`config.mk`:
```
export PLATFORM = sky130hd
export DESIGN_NAME = mmu_ctrl_regs
export DESIGN_NICKNAME = d
export VERILOG_FILES = /design/src/rtl/mmu_regs_pkg.sv /design/src/rtl/mmu_rst_sync.sv /design/src/rtl/mmu_addr_decode.sv /design/src/rtl/mmu_reg_bank.sv /design/src/rtl/mmu_bus_resp.sv /design/src/rtl/mmu_tlb_port.sv /design/src/rtl/mmu_ctrl_regs.sv
export SDC_FILE = /design/constraint.sdc
export NUM_CORES = 1
export LEC_CHECK = 0
export BUFFER_PORTS_ARGS = -buffer_cell sky130_fd_sc_hd__buf_2
export CORE_MARGIN = 4
export CORE_UTILIZATION = 54
export CTS_BUF_LIST = sky130_fd_sc_hd__clkbuf_4 sky130_fd_sc_hd__clkbuf_8 sky130_fd_sc_hd__clkbuf_16
export DETAILED_ROUTE_END_ITERATION = 10
export GPL_ROUTABILITY_DRIVEN = 0
export PLACE_DENSITY = 0.83
export SETUP_SLACK_MARGIN = 0.15
export SYNTH_ARGS = -nofsm -noshare
export SYNTH_HDL_FRONTEND = slang
export SYNTH_SLANG_ARGS = --single-unit
```
`constraint.sdc`:
```
create_clock -name clk -period 1.7 [get_ports clk]
set_clock_uncertainty 0.2 [all_clocks]
set_input_delay 0.255 -clock clk [delete_from_list [all_inputs] [get_ports clk]]
set_output_delay 0.255 -clock clk [all_outputs]
set_load 0.01 [all_outputs]
```
`src/rtl/mmu_regs_pkg.sv`:
```
package mmu_regs_pkg;
  localparam int NREG      = 5;
  localparam int IDX_HI    = 0;
  localparam int IDX_LO    = 1;
  localparam int IDX_BASE  = 2;
  localparam int IDX_FAULT = 3;
  localparam int IDX_CTL   = 4;

  function automatic logic [31:0] reg_addr(input int idx);
    case (idx)
      IDX_HI:    reg_addr = 32'hFFFF_FFF0;
      IDX_LO:    reg_addr = 32'hFFFF_FFF4;
      IDX_BASE:  reg_addr = 32'hFFFF_FFF8;
      IDX_FAULT: reg_addr = 32'hFFFF_FFFC;
      default:   reg_addr = 32'hFFFF_FFE0;
    endcase
  endfunction

  typedef logic [NREG-1:0][31:0] reg_vals_t;
endpackage

```
`src/rtl/mmu_rst_sync.sv`:
```
module mmu_rst_sync (
  input  logic clk,
  input  logic rst_n,
  output logic rst_sync_n
);
  logic stage_q;
  logic out_q;

  always_ff @(posedge clk or negedge rst_n) begin
    if (!rst_n) begin
      stage_q <= 1'b0;
      out_q   <= 1'b0;
    end else begin
      stage_q <= 1'b1;
      out_q   <= stage_q;
    end
  end

  assign rst_sync_n = out_q;
endmodule

```
`src/rtl/mmu_addr_decode.sv`:
```
module mmu_addr_decode
  import mmu_regs_pkg::*;
(
  input  logic            bus_req,
  input  logic            bus_we,
  input  logic            bus_priv,
  input  logic [31:0]     bus_addr,
  output logic [NREG-1:0] hit_sel,
  output logic [NREG-1:0] wr_sel,
  output logic            rd_fire,
  output logic            rd_ok,
  output logic            viol
);
  logic [NREG-1:0] hit_vec;
  logic            wr_ok;

  for (genvar i = 0; i < NREG; i++) begin : g_hit
    assign hit_vec[i] = (bus_addr == reg_addr(i));
  end

  always_comb begin
    wr_ok   = bus_req & bus_we & bus_priv;
    rd_fire = bus_req & ~bus_we;
    rd_ok   = rd_fire & bus_priv;
    hit_sel = hit_vec;
    wr_sel  = wr_ok ? hit_vec : '0;
    viol    = bus_req & ~bus_priv & (|hit_vec);
  end
endmodule

```
`src/rtl/mmu_reg_bank.sv`:
```
module mmu_reg_bank
  import mmu_regs_pkg::*;
#(
  parameter int VPN_LSB = 10,
  parameter int ASID_W  = 8,
  parameter int SV_BIT  = 8
) (
  input  logic            clk,
  input  logic            rst_n,
  input  logic [NREG-1:0] wr_sel,
  input  logic [31:0]     wdata,
  input  logic            exc_valid,
  input  logic [31:0]     exc_vaddr,
  output reg_vals_t       vals
);
  localparam int VPN_W = 32 - VPN_LSB;
  localparam int GAP_W = VPN_LSB - ASID_W;

  logic [VPN_W-1:0]  vpn_q, vpn_d;
  logic              vpn_en;
  logic [ASID_W-1:0] asid_q, asid_d;
  logic              asid_en;
  logic [31:0]       lo_q, base_q, fault_q, fault_d;
  logic              lo_en, base_en, fault_en;
  logic [30:0]       ctl_rst_q, ctl_rst_d;
  logic              sv_q, sv_d;
  logic              ctl_en;
  logic [31:0]       ctl_val;

  // next-state
  always_comb begin
    vpn_en   = wr_sel[IDX_HI] | exc_valid;
    vpn_d    = exc_valid ? exc_vaddr[31:VPN_LSB] : wdata[31:VPN_LSB];
    asid_en  = wr_sel[IDX_HI];
    asid_d   = wdata[ASID_W-1:0];
    lo_en    = wr_sel[IDX_LO];
    base_en  = wr_sel[IDX_BASE];
    fault_en = wr_sel[IDX_FAULT] | exc_valid;
    fault_d  = exc_valid ? exc_vaddr : wdata;
    ctl_en   = wr_sel[IDX_CTL];
    sv_d     = wdata[SV_BIT];
  end

  // control word minus the SV bit, packed into 31 bits
  for (genvar j = 0; j < 31; j++) begin : g_pack
    if (j < SV_BIT) begin : g_lo
      assign ctl_rst_d[j] = wdata[j];
    end else begin : g_hi
      assign ctl_rst_d[j] = wdata[j+1];
    end
  end

  for (genvar b = 0; b < 32; b++) begin : g_unpack
    if (b == SV_BIT) begin : g_sv
      assign ctl_val[b] = sv_q;
    end else if (b < SV_BIT) begin : g_lo
      assign ctl_val[b] = ctl_rst_q[b];
    end else begin : g_hi
      assign ctl_val[b] = ctl_rst_q[b-1];
    end
  end

  // registers without reset
  always_ff @(posedge clk) begin
    if (vpn_en)   vpn_q   <= vpn_d;
    if (asid_en)  asid_q  <= asid_d;
    if (lo_en)    lo_q    <= wdata;
    if (base_en)  base_q  <= wdata;
    if (fault_en) fault_q <= fault_d;
    if (ctl_en)   sv_q    <= sv_d;
  end

  // reset-cleared part of the control word
  always_ff @(posedge clk or negedge rst_n) begin
    if (!rst_n) begin
      ctl_rst_q <= '0;
    end else if (ctl_en) begin
      ctl_rst_q <= ctl_rst_d;
    end
  end

  always_comb begin
    vals            = '0;
    vals[IDX_HI]    = {vpn_q, {GAP_W{1'b0}}, asid_q};
    vals[IDX_LO]    = lo_q;
    vals[IDX_BASE]  = base_q;
    vals[IDX_FAULT] = fault_q;
    vals[IDX_CTL]   = ctl_val;
  end

  assert_asid_sw_only_R4: assert property (@(posedge clk) disable iff (!rst_n)
    !wr_sel[IDX_HI] |=> $stable(asid_q));
  assert_vpn_capture_R4: assert property (@(posedge clk) disable iff (!rst_n)
    exc_valid |=> (vpn_q == $past(exc_vaddr[31:VPN_LSB])));
  assert_fault_hold_R5: assert property (@(posedge clk) disable iff (!rst_n)
    !(exc_valid || wr_sel[IDX_FAULT]) |=> $stable(fault_q));
  assert_exc_wins_R6: assert property (@(posedge clk) disable iff (!rst_n)
    (exc_valid && wr_sel[IDX_FAULT]) |=> (fault_q == $past(exc_vaddr)));
  assert_lo_sw_only_R11: assert property (@(posedge clk) disable iff (!rst_n)
    !wr_sel[IDX_LO] |=> $stable(lo_q));
  assert_base_sw_only_R11: assert property (@(posedge clk) disable iff (!rst_n)
    !wr_sel[IDX_BASE] |=> $stable(base_q));
endmodule

```
`src/rtl/mmu_bus_resp.sv`:
```
module mmu_bus_resp
  import mmu_regs_pkg::*;
(
  input  logic            clk,
  input  logic            rst_n,
  input  logic            rd_fire,
  input  logic            rd_ok,
  input  logic [NREG-1:0] hit_sel,
  input  logic            viol,
  input  reg_vals_t       vals,
  output logic            rd_valid,
  output logic [31:0]     rd_data,
  output logic            acc_viol
);
  logic        valid_q, viol_q;
  logic [31:0] data_q, data_d;

  always_comb begin
    data_d = '0;
    if (rd_ok) begin
      for (int i = 0; i < NREG; i++) begin
        if (hit_sel[i]) data_d = data_d | vals[i];
      end
    end
  end

  always_ff @(posedge clk or negedge rst_n) begin
    if (!rst_n) begin
      valid_q <= 1'b0;
      viol_q  <= 1'b0;
    end else begin
      valid_q <= rd_fire;
      viol_q  <= viol;
    end
  end

  always_ff @(posedge clk) begin
    if (rd_fire) data_q <= data_d;
  end

  assign rd_valid = valid_q;
  assign rd_data  = data_q;
  assign acc_viol = viol_q;

  assert_viol_pulse_R7: assert property (@(posedge clk) disable iff (!rst_n)
    acc_viol |=> !acc_viol || $past(viol));
endmodule

```
`src/rtl/mmu_tlb_port.sv`:
```
module mmu_tlb_port (
  input  logic        clk,
  input  logic        rst_n,
  input  logic        tlb_load,
  input  logic [31:0] hi_in,
  input  logic [31:0] lo_in,
  output logic        tlb_we,
  output logic [31:0] tlb_hi,
  output logic [31:0] tlb_lo
);
  logic        we_q;
  logic [31:0] hi_q, lo_q;

  always_ff @(posedge clk or negedge rst_n) begin
    if (!rst_n) we_q <= 1'b0;
    else        we_q <= tlb_load;
  end

  always_ff @(posedge clk) begin
    if (tlb_load) begin
      hi_q <= hi_in;
      lo_q <= lo_in;
    end
  end

  assign tlb_we = we_q;
  assign tlb_hi = hi_q;
  assign tlb_lo = lo_q;

  assert_tlb_strobe_R9: assert property (@(posedge clk) disable iff (!rst_n)
    tlb_load |=> tlb_we);
  assert_tlb_single_R9: assert property (@(posedge clk) disable iff (!rst_n)
    !tlb_load |=> !tlb_we);
  assert_tlb_data_R9: assert property (@(posedge clk) disable iff (!rst_n)
    tlb_load |=> (tlb_hi == $past(hi_in)) && (tlb_lo == $past(lo_in)));
endmodule

```
`src/rtl/mmu_ctrl_regs.sv`:
```
module mmu_ctrl_regs
  import mmu_regs_pkg::*;
#(
  parameter int VPN_LSB = 10,
  parameter int ASID_W  = 8,
  parameter int SV_BIT  = 8
) (
  input  logic        clk,
  input  logic        rst_n,
  input  logic        bus_req,
  input  logic        bus_we,
  input  logic [31:0] bus_addr,
  input  logic [31:0] bus_wdata,
  input  logic        bus_priv,
  output logic        rd_valid,
  output logic [31:0] rd_data,
  output logic        acc_viol,
  input  logic        exc_valid,
  input  logic [31:0] exc_vaddr,
  input  logic        tlb_load,
  output logic        tlb_we,
  output logic [31:0] tlb_hi,
  output logic [31:0] tlb_lo
);
  logic            rst_sync_n;
  logic [NREG-1:0] hit_sel, wr_sel;
  logic            rd_fire, rd_ok, viol;
  reg_vals_t       vals;

  mmu_rst_sync u_rst (
    .clk        (clk),
    .rst_n      (rst_n),
    .rst_sync_n (rst_sync_n)
  );

  mmu_addr_decode u_dec (
    .bus_req  (bus_req),
    .bus_we   (bus_we),
    .bus_priv (bus_priv),
    .bus_addr (bus_addr),
    .hit_sel  (hit_sel),
    .wr_sel   (wr_sel),
    .rd_fire  (rd_fire),
    .rd_ok    (rd_ok),
    .viol     (viol)
  );

  mmu_reg_bank #(
    .VPN_LSB (VPN_LSB),
    .ASID_W  (ASID_W),
    .SV_BIT  (SV_BIT)
  ) u_bank (
    .clk       (clk),
    .rst_n     (rst_sync_n),
    .wr_sel    (wr_sel),
    .wdata     (bus_wdata),
    .exc_valid (exc_valid),
    .exc_vaddr (exc_vaddr),
    .vals      (vals)
  );

  mmu_bus_resp u_resp (
    .clk      (clk),
    .rst_n    (rst_sync_n),
    .rd_fire  (rd_fire),
    .rd_ok    (rd_ok),
    .hit_sel  (hit_sel),
    .viol     (viol),
    .vals     (vals),
    .rd_valid (rd_valid),
    .rd_data  (rd_data),
    .acc_viol (acc_viol)
  );

  mmu_tlb_port u_tlb (
    .clk      (clk),
    .rst_n    (rst_sync_n),
    .tlb_load (tlb_load),
    .hi_in    (vals[IDX_HI]),
    .lo_in    (vals[IDX_LO]),
    .tlb_we   (tlb_we),
    .tlb_hi   (tlb_hi),
    .tlb_lo   (tlb_lo)
  );

  assert_rd_latency_R2: assert property (@(posedge clk) disable iff (!rst_sync_n)
    rd_valid |-> $past(bus_req && !bus_we));
  assert_viol_source_R7: assert property (@(posedge clk) disable iff (!rst_sync_n)
    acc_viol |-> $past(bus_req && !bus_priv));
  assert_viol_zero_data_R7: assert property (@(posedge clk) disable iff (!rst_sync_n)
    (acc_viol && rd_valid) |-> (rd_data == 32'h0));
endmodule

```
# Word level (Yosys, flattened, before mapping)
# Cells that the tools add are included.
word_totals:
  wordCells: 47
  ff_bits: 257
  output_inout_bits: 99
  in_bits: 103
op_classes:
  eq_ne: 5
  bitwise: 14
  n_reduce_logical: 1
  n_mux: 12
ops:
  columns: ["cell", "count"]
  rows:
  - ["2-to-1 mux 32 bit", 10]
  - ["equality test 32 bit (second input constant)", 5]
  - ["OR 32 bit", 4]
  - ["2-to-1 mux 22 bit", 1]
  - ["bitwise AND 1 bit", 6]
  - ["2-to-1 mux 5 bit", 1]
  - ["OR reduction 5 bit", 1]
  - ["NOT 1 bit", 2]
  - ["OR 1 bit", 2]

# Longest topological paths before layout
# Gate-level depths: netlist (run 1).
logic_depth:
  ltp_word: 15
  mapped_depth: 6
  mapped_depth_nobuf: 4

# Cells and area by module
# A second synthesis (run 1) with hierarchy kept.
unflattened:
  hier_cells: 484
  hier_area_um2: 9678.0
modules_own_cells:
  columns: ["mod", "cells_per_inst", "seq_area_each_um2", "n_inst", "area_each_um2"]
  rows:
  - ["mmu_reg_bank", 234, 4589.4, 1, 5536.6]
  - ["mmu_tlb_port", 65, 1946.9, 1, 1946.9]
  - ["mmu_bus_resp", 148, 1011.0, 1, 1916.8]
  - ["mmu_addr_decode", 34, 0.0, 1, 224.0]
  - ["mmu_rst_sync", 3, 50.0, 1, 53.8]

# Least setup slack after synthesis (run 1)
# Ideal clock, no wire load.
synth_timing:
  path_kind: "input -> register"
  start: "input bus_addr[4]"
  end: "register u_bank.fault_q[0], enable pin"
  required_ps: 1072
  setup_slack_ps: -1435
  cell_stages: 5
  arrival_time_ps: 2507
  setup_time_ps: 428
  n_path_buf: 2
  cell_sequence: "clkbuf_1 and3_1 clkbuf_1 nand3_1 o21bai_1"
synth_via:
  elab_chain_cells: 3
synth_rtl:
  columns: ["item", "line_no", "text"]
  rows:
  - ["start, declared", "mmu_ctrl_regs.sv:12", "input logic [31:0] bus_addr,"]
  - ["equality test 32 bit", "mmu_addr_decode.sv:18", "assign hit_vec[i] = (bus_addr == reg_addr(i));"]
  - ["2-to-1 mux 5 bit", "mmu_addr_decode.sv:26", "wr_sel = wr_ok ? hit_vec : '0;"]
  - ["OR 1 bit", "mmu_reg_bank.sv:38", "fault_en = wr_sel[IDX_FAULT] | exc_valid;"]
  - ["via u_bank.fault_en", "mmu_reg_bank.sv:24", "logic lo_en, base_en, fault_en;"]
  - ["end signal, assigned", "mmu_reg_bank.sv:69", "if (fault_en) fault_q <= fault_d;"]
  - ["end, declared", "mmu_reg_bank.sv:23", "logic [31:0] lo_q, base_q, fault_q, fault_d;"]
# The timed path passes the listed nets, and every way through them passes these cells.
# A chain may end at the register's enable or synchronous reset.

# Worst setup path in the final report (run 1)
layout_timing:
  start: "register u_bank.vpn_q[9]"
  end: "register u_resp.data_q[19], in the netlist u_resp.rd_data[19], data pin"
layout_via:
  elab_chain_cells: 13
layout_rtl:
  columns: ["item", "line_no", "text"]
  rows:
  - ["start, declared", "mmu_reg_bank.sv:19", "logic [VPN_W-1:0] vpn_q, vpn_d;"]
  - ["start signal, assigned", "mmu_reg_bank.sv:65", "if (vpn_en) vpn_q <= vpn_d;"]
  - ["2-to-1 mux 32 bit (*)", "mmu_bus_resp.sv:22", "if (hit_sel[i]) data_d = data_d | vals[i];"]
  - ["2-to-1 mux 32 bit (*)", "mmu_bus_resp.sv:20", "if (rd_ok) begin"]
  - ["OR 32 bit", "mmu_bus_resp.sv:22", null]
  - ["2-to-1 mux 32 bit (*)", "mmu_bus_resp.sv:22", null]
  - ["2-to-1 mux 32 bit (*)", "mmu_bus_resp.sv:20", null]
  - ["OR 32 bit", "mmu_bus_resp.sv:22", null]
  - ["2-to-1 mux 32 bit (*)", "mmu_bus_resp.sv:22", null]
  - ["2-to-1 mux 32 bit (*)", "mmu_bus_resp.sv:20", null]
  - ["OR 32 bit", "mmu_bus_resp.sv:22", null]
  - ["2-to-1 mux 32 bit (*)", "mmu_bus_resp.sv:22", null]
  - ["2-to-1 mux 32 bit (*)", "mmu_bus_resp.sv:20", null]
  - ["OR 32 bit", "mmu_bus_resp.sv:22", null]
  - ["2-to-1 mux 32 bit (*)", "mmu_bus_resp.sv:22", null]
  - ["end signal, assigned", "mmu_bus_resp.sv:38", "if (rd_fire) data_q <= data_d;"]
  - ["end, declared", "mmu_bus_resp.sv:16", "logic [31:0] data_q, data_d;"]
# Mark *: on every way between the ends. The rest lies on a longest branch, timed or not. The select of a mux whose other input is x is not followed.

==> reports/metrics.sh, run 1 <==
SYN-INSTANCE-COUNT=519
CP_CELL_SEQUENCE='mux2_2 > a222oi_1 > nor2_1'
AREAGROWTHSYNTHTOFINISH_PCT=38.1
SYNTH.TOP_CELLS.BY_AREA='edfxtp_1 (68%), dfrtp_1 (9.2%), mux2_2 (7.2%)'
SYNTHDISTINCTLIBCELLS=32
MAX-CLOCK-PATH-BUFFERS=3
GRT_MAX_DEGREE=64
LAYOUT.FILLER_CELLS=931
DR.FIRST_ITER.DRC_COUNT=1019
NUMPORTBUFFERS=199
HPWLAFTERDP_MM=17.0
SYNTH_SEQUENTIAL_AREA_RATIO_PCT=76.7
TIMING.CRITICAL_PATH.FROM_TYPE='register'
DESIGN.DIE.AREA_MM2=0.0204
SLACK_OF_THE_WORST_REG_TO_REG_PATH_NS=0.03
GRT.OVERFLOW.TOTAL=0
FINAL_NETS=965
PLACEMENTROWS=49
PLACED_CELL_AREAS_MM2=0.0116
INSTANCES_NO_FILL=1109
CAP_VIOL_MAX_COUNT=0
ANT_NETS=0
DRC_ERRORS=0
CP.BUFFERS_INVERTERS=0
REQUIRED_TIME_OF_THE_CRITICAL_PATH_NS=1.75
GRT_ANTENNA_BEFORE_REPAIR=2
TIMING.CRITICAL_PATH.MAX_DELAY_FAMILY='flip-flops'
SETUP-VIOLATIONS-FINAL=0
COREAREA_MM2=0.0180
CELL_PWR_DENSITY_mW_PER_MM2=1010
FINAL_CELL_MIX='edfxtp_1 (221), buf_2 (194), dlygate4sd3_1 (68), mux2_2 (54), buf_4 (52)'
SETUP.WORST_PATH.CLASS='reg2reg'
CTS-ROOT-BUF='clkbuf_16'
SYNTH.CELL_AREA_MM2=0.00983
IOPINCOUNT=202
OVERALL_ROUTING_RESOURCE_USAGE_PCT=26.0
PRE_CTS_WS_NS=-0.454
UTILIZATION_PCT=75.6
R2R-END='u_resp.rd_data[19]'
WORSTSKEWPAIRLATENCY_NS=0.52
SYNTHESIS.YOSYS.WARNINGS=0
VIAS_IN_THE_FIRST_GLOBAL_ROUTE=6875
DRV_SLEW=0
RR_STARTPOINT='u_bank.vpn_q[9]'
START_UTIL_PCT=54.7
LAYOUT.CELLS.MOST_COMMON='edfxtp_1'
GRT_FIRST_PASS_WIRELENGTH_MM=40.1
CTSHTREEMAXLEVEL=1
MIN_TCLK_POST_ROUTE_NS=1.67
CPMAXSTAGEDELAYCELL='edfxtp_1'
CRITICAL_PATH_PEAK_FANOUT=2
CLKTRANSATPATHREGS_NS=0.06
CTS_INSERTED_BUFFERS=24
HOLDCRITPATHCLASS='reg2async'
FINALWORSTSETUPSLACK_NS=0.0307
CRITICAL_PATH_ARRIVAL_NS=1.72
STATUS='completed'
WORST_R2R_PATH_DEPTH=3
TRITONCTS='done'
FMAX_MHz=599
ROUTE.VIAS.TOTAL=6739
HORIZONTAL_EXTENT_OF_THE_DIE_UM=143
WORST_IR_DROP_ON_VDD_uV=1000
YOSYS.AREA.TOP_TYPE='edfxtp_1'
FIRST_PASS_ITERS=6
END_KIND='register'
VIASPERCELL=6.08
CLOCK_SINK_COUNT=257
REPORT.FINAL.HOLD_VIOL_COUNT=0
YS_SEQ_ELEMENTS=257
STDCELL_AREA_MM2=0.0136
DPL.CELL_COUNT=964
UNREPAIRED_SETUP_ENDPOINTS_AFTER_GLOBAL_ROUTING='yes'
DIE_H_UM=143
POST-SYNTH-TOP-AREA-FRACTION_PCT=67.5
DRT_WL_TOTAL_MM=28.5
CPPEAKSTAGEDELAY_NS=0.42
P_LEAK_nW=5.60
FRACTION_OF_THE_CYCLE_THE_FINAL_WORST_PATH_NEEDS_PCT=98.2
SYNTH.AVG_CELL_AREA_UM2=18.9
DETAIL_ROUTE.WL_PER_CELL_UM=25.7
LAYOUT-DRIVE-GT1-SHARE_PCT=48.9
[final cells by class]
class / count / area, µm² / share of cell area (%)
Clock buffer: 34 / 712 / 5.24
Clock inverter: 8 / 88.8 / 0.654
Timing Repair Buffer: 349 / 2680 / 19.8
Sequential cell: 257 / 7540 / 55.5
Inverter: 1 / 3.75 / 0.0276
Antenna cell: 2 / 5.00 / 0.0369
Multi-Input combinational cell: 229 / 2260 / 16.6
Tap cell: 229 / 287 / 2.11
[worst register-to-register path: stages (launching register included)]
cell      delay [ns]
edfxtp_1        0.42
mux2_2          0.31
a222oi_1        0.37
nor2_1          0.12
[layer usage]
layer	track usage [%]	wire length [µm]
met1	34.7	10300
met2	44.0	14200
met3	4.15	2970
met4	9.05	1060
met5	0	0
[registers in the layout, indices dropped and copies added, names as in the netlist, 8 cells and up]
register,cells
u_bank.base_q,32
u_bank.fault_q,32
u_bank.lo_q,32
u_resp.rd_data,32
u_tlb.tlb_lo,32
u_bank.ctl_rst_q,31
u_tlb.tlb_hi,30
u_bank.vpn_q,22
u_bank.asid_q,8
[how the worst max path moves through the flow]
stage	to	slack (ns)	cells after the start	start
after detailed placement	u_bank.fault_q[8]	-0.45	7	bus_req
final	u_resp.rd_data[19]	0.03	3	u_bank.vpn_q[9]
after CTS	u_resp.rd_data[22]	0.10	3	u_bank.vpn_q[12]
after global placement	u_bank.fault_q[23]	-0.42	7	bus_req
after floorplan	u_bank.fault_q[0]	-0.41	4	bus_req
after global routing	u_bank.lo_q[7]	-0.002	9	bus_addr[12]
[cells by family after synthesis]
| kind of cell | Yosys count | share of synthesized area (%) |
|---|---|---|
| flops | 257 | 76.7 |
| other cells | 2 | 0.0764 |
| simple gates | 66 | 3.46 |
| compound gates | 65 | 6.07 |
| buf+inv | 34 | 1.64 |
| mux | 95 | 12.1 |
[Yosys cell counts]
library cell,number
a21oi_1,1
a222oi_1,29
a22o_1,29
a22oi_1,2
and2_1,1
and3_1,1
and4b_1,1
buf_1,3
buf_4,3
buf_6,3
clkbuf_1,24
conb_1,2
dfrtp_1,36
edfxtp_1,221
inv_1,1
mux2_2,63
mux2_4,29
mux2i_1,2
mux4_2,1
nand2_1,3
nand3_1,3
nand3b_1,1
nand4_1,9
nand4_2,1
nand4b_1,1
nor2_1,37
nor2_4,1
nor2b_1,4
nor3_1,2
nor4_4,1
o21bai_1,2
o22a_1,2
[per-stage QoR]
stage	total power, W	TNS [ns]	hold slack [ns]
floorplan	0.00767	-48.48	-0.241
global placement	0.00811	-69.12	-0.157
detailed placement	0.00816	-72.41	-0.154
CTS	0.0136	0	0.0166
global route	0.0141	-0.0114	0.0334
finish	0.0137	0	0.0101
[timing repair]
action | in CTS | in global routing
hold endpoints to repair | 162 | 0
resized for setup | 10 | 13
buffers inserted | 11 | 16
cloned | 2 | 4
pin swaps | 11 | 19
endpoints found under the setup margin | 136 | 182
hold buffers | 68 | 0
[power by group]
part / total, W / switching, W / internal, W
clock network: 0.00543 / 0.00222 / 0.00321
logic: 0.00110 / 0.000542 / 0.000562
registers: 0.00717 / 0.0000933 / 0.00708
No activity file was read; power rests on OpenSTA's default activity.
==> inputs of run 2 (changes only) <==
--- a/config.mk
+++ b/config.mk
@@ -11,7 +11,7 @@
 export CTS_BUF_LIST = sky130_fd_sc_hd__clkbuf_4 sky130_fd_sc_hd__clkbuf_8 sky130_fd_sc_hd__clkbuf_16
 export DETAILED_ROUTE_END_ITERATION = 10
 export GPL_ROUTABILITY_DRIVEN = 0
-export PLACE_DENSITY = 0.83
+export PLACE_DENSITY = 0.78
 export SETUP_SLACK_MARGIN = 0.15
 export SYNTH_ARGS = -nofsm -noshare
 export SYNTH_HDL_FRONTEND = slang
==> run 2 against run 1 <==
Final area shrank 0.47%. Total power decreased by 1.3%. Combinational power barely moved. Critical path type unchanged. Critical endpoint is now u_resp.rd_data[18].
==> reports/metrics.sh, run 2 (synthesized netlist as in run 1, its figures left out) <==
WORST_SLEW_MARGIN_PCT=59.4
FINAL_CELL_MIX='edfxtp_1 (221), buf_2 (194), dlygate4sd3_1 (68), buf_4 (65), mux2_4 (47)'
REQUIRED_TIME_OF_THE_CRITICAL_PATH_NS=1.74
UTILIZATION_PCT=75.2
VIAS_IN_THE_FIRST_GLOBAL_ROUTE=6621
CTSHTREEMAXLEVEL=1
CLOCK_SINK_COUNT=257
DRV_SLEW=0
UNREPAIRED_SETUP_ENDPOINTS_AFTER_GLOBAL_ROUTING='yes'
REPORT.FINAL.HOLD_VIOL_COUNT=0
MIN_TCLK_POST_ROUTE_NS=1.70
DETAIL_ROUTE.WL_PER_CELL_UM=23.4
DESIGN.DIE.AREA_MM2=0.0204
SETUP.WORST_PATH.CLASS='reg2reg'
NUMPORTBUFFERS=199
SETUP-VIOLATIONS-FINAL=0
MAX-CLOCK-PATH-BUFFERS=3
CLKTRANSATPATHREGS_NS=0.07
FRACTION_OF_THE_CYCLE_THE_FINAL_WORST_PATH_NEEDS_PCT=99.7
IOPINCOUNT=202
FMAX_MHz=590
GRT.OVERFLOW.TOTAL=0
DR.FIRST_ITER.DRC_COUNT=735
COREAREA_MM2=0.0180
WORSTSKEWPAIRLATENCY_NS=0.52
CAP_VIOL_MAX_COUNT=0
START_UTIL_PCT=54.7
DRT_WL_TOTAL_MM=26.2
FINALPOWER_W=0.0135
OVERALL_ROUTING_RESOURCE_USAGE_PCT=24.3
LAYOUT.CELLS.MOST_COMMON='edfxtp_1'
HORIZONTAL_EXTENT_OF_THE_DIE_UM=143
TIMING.CRITICAL_PATH.FROM_TYPE='register'
P_LEAK_nW=5.62
END_KIND='register'
WORST_R2R_PATH_DEPTH=3
VIASPERCELL=5.87
CRITICAL_PATH_ARRIVAL_NS=1.74
CTS_INSERTED_BUFFERS=25
DPL.CELL_COUNT=969
DIE_H_UM=143
CTS-ROOT-BUF='clkbuf_16'
MAX_SLEW.WORST_PIN.SLEW_NS=0.610
FINAL_NETS=971
INSTANCES_NO_FILL=1117
PLACEMENTROWS=49
STATUS='completed'
GRT_MAX_DEGREE=64
HPWLAFTERDP_MM=16.3
FIRST_PASS_ITERS=9
ANT_NETS=0
LAYOUT.FILLER_CELLS=1006
DRC_ERRORS=0
HOLDCRITPATHCLASS='reg2async'
CELL_PWR_DENSITY_mW_PER_MM2=1000
CRITICAL_PATH_PEAK_FANOUT=2
ROUTE.VIAS.TOTAL=6556
AREAGROWTHSYNTHTOFINISH_PCT=37.5
LAYOUT-DRIVE-GT1-SHARE_PCT=49.3
WORST_IR_DROP_ON_VDD_uV=766
GRT_ANTENNA_BEFORE_REPAIR=1
FINALWORSTSETUPSLACK_NS=0.00494
TRITONCTS='done'
GRT_FIRST_PASS_WIRELENGTH_MM=37.3
PRE_CTS_WS_NS=-0.395
FINALHOLDWORSTSLACK_NS=0.0705
==> run 2: final cells by class <==
cell class	instances	area, µm²	share of cell area (%)
Antenna cell	1	2.50	0.0185
Clock buffer	36	733	5.43
Clock inverter	10	50.0	0.370
Inverter	1	3.75	0.0278
Multi-Input combinational cell	229	2290	17.0
Sequential cell	257	7540	55.8
Tap cell	229	287	2.12
Timing Repair Buffer	354	2610	19.3
==> run 2: path summary, 6_finish.rpt <==
kind	startpoint	to	slack, ns
setup / recovery	u_bank.vpn_q[8]	u_resp.rd_data[18]	0.005
max in group asynchronous	u_rst.rst_sync_n	u_bank.ctl_rst_q[8]	0.60
setup reg to reg	u_bank.vpn_q[8]	u_resp.rd_data[18]	0.005
hold / removal	u_rst.rst_sync_n	u_bank.ctl_rst_q[19]	0.07
hold reg to reg	u_rst.rst_sync_n	u_bank.ctl_rst_q[19]	0.07
min in group clk	exc_valid	u_bank.fault_q[24]	0.08
==> run 2: metal layers <==
layer | vias up | wire [µm] | track usage [%]
met5 | - | 0 | 0
met4 | 0 | 691 | 9.45
met3 | 61 | 2530 | 3.42
met2 | 442 | 13300 | 41.4
met1 | 3262 | 9650 | 31.9
li1 | 2791 | - | -
==> run 2: power breakdown <==
part / total, W / switching [W] / internal (W) / leakage [nW]
registers: 0.00717 / 0.0000889 / 0.00708 / 2.63
clock network: 0.00524 / 0.00224 / 0.00300 / 0.402
logic: 0.00112 / 0.000532 / 0.000589 / 2.58
==> run 2: repair_timing <==
item                                   CTS  global route
hold buffers                            68             0
endpoints found under the hold margin  162             0
pin swaps                                5            33
resized for setup                        2            27
cloned                                   1             1
setup endpoints to repair               28            63
buffers inserted                         6            25
==> run 2: critical path: stages, from the launching register on <==
cell and delay (ns):
edfxtp_1 0.40, mux2_2 0.29, a222oi_1 0.41, nor2_1 0.13
==> run 2: metrics by stage <==
| stage | cell area [µm²] | setup TNS, ns |
|---|---|---|
| after floorplan | 10000 | -48.48 |
| after global placement | 11600 | -51.12 |
| after detailed placement | 11600 | -55.21 |
| after CTS | 13200 | 0 |
| after global routing | 13500 | -0.0132 |
| final | 13500 | 0 |
==> inputs of run 3 (changes only) <==
--- a/config.mk
+++ b/config.mk
@@ -5,8 +5,9 @@
 export SDC_FILE = /design/constraint.sdc
 export NUM_CORES = 1
 export LEC_CHECK = 0
+export ABC_CLOCK_PERIOD_IN_PS = 1700
 export BUFFER_PORTS_ARGS = -buffer_cell sky130_fd_sc_hd__buf_2
-export CORE_MARGIN = 4
+export CORE_MARGIN = 8
 export CORE_UTILIZATION = 54
 export CTS_BUF_LIST = sky130_fd_sc_hd__clkbuf_4 sky130_fd_sc_hd__clkbuf_8 sky130_fd_sc_hd__clkbuf_16
 export DETAILED_ROUTE_END_ITERATION = 10
==> run 3 against run 2 <==
Clock power up 7.8%. Sequential cell count did not move. Count of clock-buffer cells in the layout fell by 7. Final cell count increased by 0.18%. Sequential share of layout area shrank 1.1 points. Highest routed layer is now met5. Final area is 2.0% higher.
==> reports/metrics.sh, run 3 (synthesized netlist as in run 1, its figures left out) <==
ROUTE.VIAS.TOTAL=6702
STDCELL_AREA_MM2=0.0138
SETUP.WORST_PATH.CLASS='reg2reg'
NUMPORTBUFFERS=199
OVERALL_ROUTING_RESOURCE_USAGE_PCT=23.5
CRITICAL_PATH_PEAK_FANOUT=2
FMAX_MHz=596
COREAREA_MM2=0.0179
MAX-CLOCK-PATH-BUFFERS=3
PLACED_CELL_AREAS_MM2=0.0116
CPPEAKSTAGEDELAY_NS=0.41
CELL_PWR_DENSITY_mW_PER_MM2=1010
HORIZONTAL_EXTENT_OF_THE_DIE_UM=151
STATUS='completed'
DRT_WL_TOTAL_MM=28.8
FINAL_CELL_MIX='edfxtp_1 (221), buf_2 (191), dlygate4sd3_1 (68), mux2_2 (57), buf_4 (55)'
VIASPERCELL=5.99
DESIGN.DIE.AREA_MM2=0.0228
CRITICAL_PATH_ARRIVAL_NS=1.72
CTS-ROOT-BUF='clkbuf_16'
P_LEAK_nW=5.67
CPMAXSTAGEDELAYCELL='edfxtp_1'
AREAGROWTHSYNTHTOFINISH_PCT=40.2
DR.FIRST_ITER.DRC_COUNT=562
GRT_FIRST_PASS_WIRELENGTH_MM=40.6
INSTANCES_NO_FILL=1119
GRT.OVERFLOW.TOTAL=0
CTS_INSERTED_BUFFERS=25
DRV_SLEW=0
FINAL_NETS=976
FINALPOWER_W=0.0140
GRT_ANTENNA_BEFORE_REPAIR=1
TIMING.CRITICAL_PATH.FROM_TYPE='register'
WORST_IR_DROP_ON_VDD_uV=976
FIRST_PASS_ITERS=6
CAP_VIOL_MAX_COUNT=0
HPWLAFTERDP_MM=17.5
DIE_H_UM=151
CP_CELL_SEQUENCE='mux2_4 > a222oi_1 > nor2_1'
ANT_NETS=0
LAYOUT.FILLER_CELLS=1001
ANTENNA_CELLS=0
SETUP-VIOLATIONS-FINAL=0
WORSTSKEWPAIRLATENCY_NS=0.52
CRIT_START='u_bank.asid_q[2]'
TRITONCTS='done'
LAYOUT.CELLS.MOST_COMMON='edfxtp_1'
IOPINCOUNT=202
MIN_TCLK_POST_ROUTE_NS=1.68
LAYOUT-DRIVE-GT1-SHARE_PCT=49.6
REQUIRED_TIME_OF_THE_CRITICAL_PATH_NS=1.75
FRACTION_OF_THE_CYCLE_THE_FINAL_WORST_PATH_NEEDS_PCT=98.6
RR_STARTPOINT='u_bank.asid_q[2]'
GRT_MAX_DEGREE=64
END_KIND='register'
DETAIL_ROUTE.WL_PER_CELL_UM=25.7
CLKTRANSATPATHREGS_NS=0.06
PLACEMENTROWS=49
DPL.CELL_COUNT=964
DRC_ERRORS=0
START_UTIL_PCT=54.9
VIAS_IN_THE_FIRST_GLOBAL_ROUTE=7011
HOLDCRITPATHCLASS='reg2async'
UNREPAIRED_SETUP_ENDPOINTS_AFTER_GLOBAL_ROUTING='yes'
REPORT.FINAL.HOLD_VIOL_COUNT=0
CLOCK_SINK_COUNT=257
CTSHTREEMAXLEVEL=1
run 3: routing by layer:
metal  vias up  routed length, µm  track usage (%)  part of all wire (%)
li1       2806                  -                -                     -
met1      3370              10800             30.2                    38
met2       457              14100             38.1                    49
met3        67               3060             5.95                    11
met4         2                811             8.86                   2.8
met5         -                 13                0                 0.045
run 3: per-stage QoR:
stage               setup WS, ns  hold slack [ns]  utilization, %  setup TNS, ns
floorplan                 -0.413           -0.241               -         -48.48
global placement          -0.407           -0.160            64.8         -60.09
detailed placement        -0.451           -0.158            64.8         -68.38
CTS                        0.105           0.0267            75.0              0
global route              0.0240           0.0427            77.0              0
finish                    0.0232           0.0183            77.0              0
run 3: cell type report:
| cell class | count | area (µm²) | area share, % |
|---|---|---|---|
| flip-flops and latches | 257 | 7540 | 54.7 |
| repair buffers | 359 | 2870 | 20.8 |
| multi-input cells | 229 | 2250 | 16.3 |
| clock buffers | 29 | 686 | 4.97 |
| well taps | 229 | 287 | 2.08 |
| clock inverters | 15 | 156 | 1.13 |
| inverters | 1 | 3.75 | 0.0272 |
run 3: worst max-delay path, delay by kind of cell, from the launching register on:
| family | cells | cell delay [ns] |
|---|---|---|
| multiplexers | 1 | 0.28 |
| AO/OA/AOI/OAI | 1 | 0.38 |
| AND/OR/NAND/NOR | 1 | 0.14 |
| flip-flops | 1 | 0.41 |
run 3: final timing paths:
check                           slack, ns              endpoint  cells after the start
worst max register to register       0.02     u_resp.rd_data[2]                      3
worst max-delay path                 0.02     u_resp.rd_data[2]                      3
max in group asynchronous            0.65   u_bank.ctl_rst_q[4]                      1
min in group clk                     0.13       u_resp.rd_valid                      4
worst min register to register       0.02  u_bank.ctl_rst_q[16]                      0
worst min-delay path                 0.02  u_bank.ctl_rst_q[16]                      0
run 3: repair_timing:
| action | in CTS | in global routing |
|---|---|---|
| gates resized for setup | 14 | 13 |
| gates cloned | 3 | 6 |
| hold buffers | 68 | 0 |
| hold endpoints to repair | 162 | 0 |
| pin swaps | 20 | 17 |
| buffers inserted | 16 | 18 |
| endpoints found under the setup margin | 96 | 183 |
run 3: report_power, final:
group	total (W)	leakage [nW]	internal [W]	switching (W)
clock	0.00565	0.407	0.00334	0.00232
combinational	0.00115	2.63	0.000597	0.000556
sequential	0.00717	2.63	0.00708	0.0000858
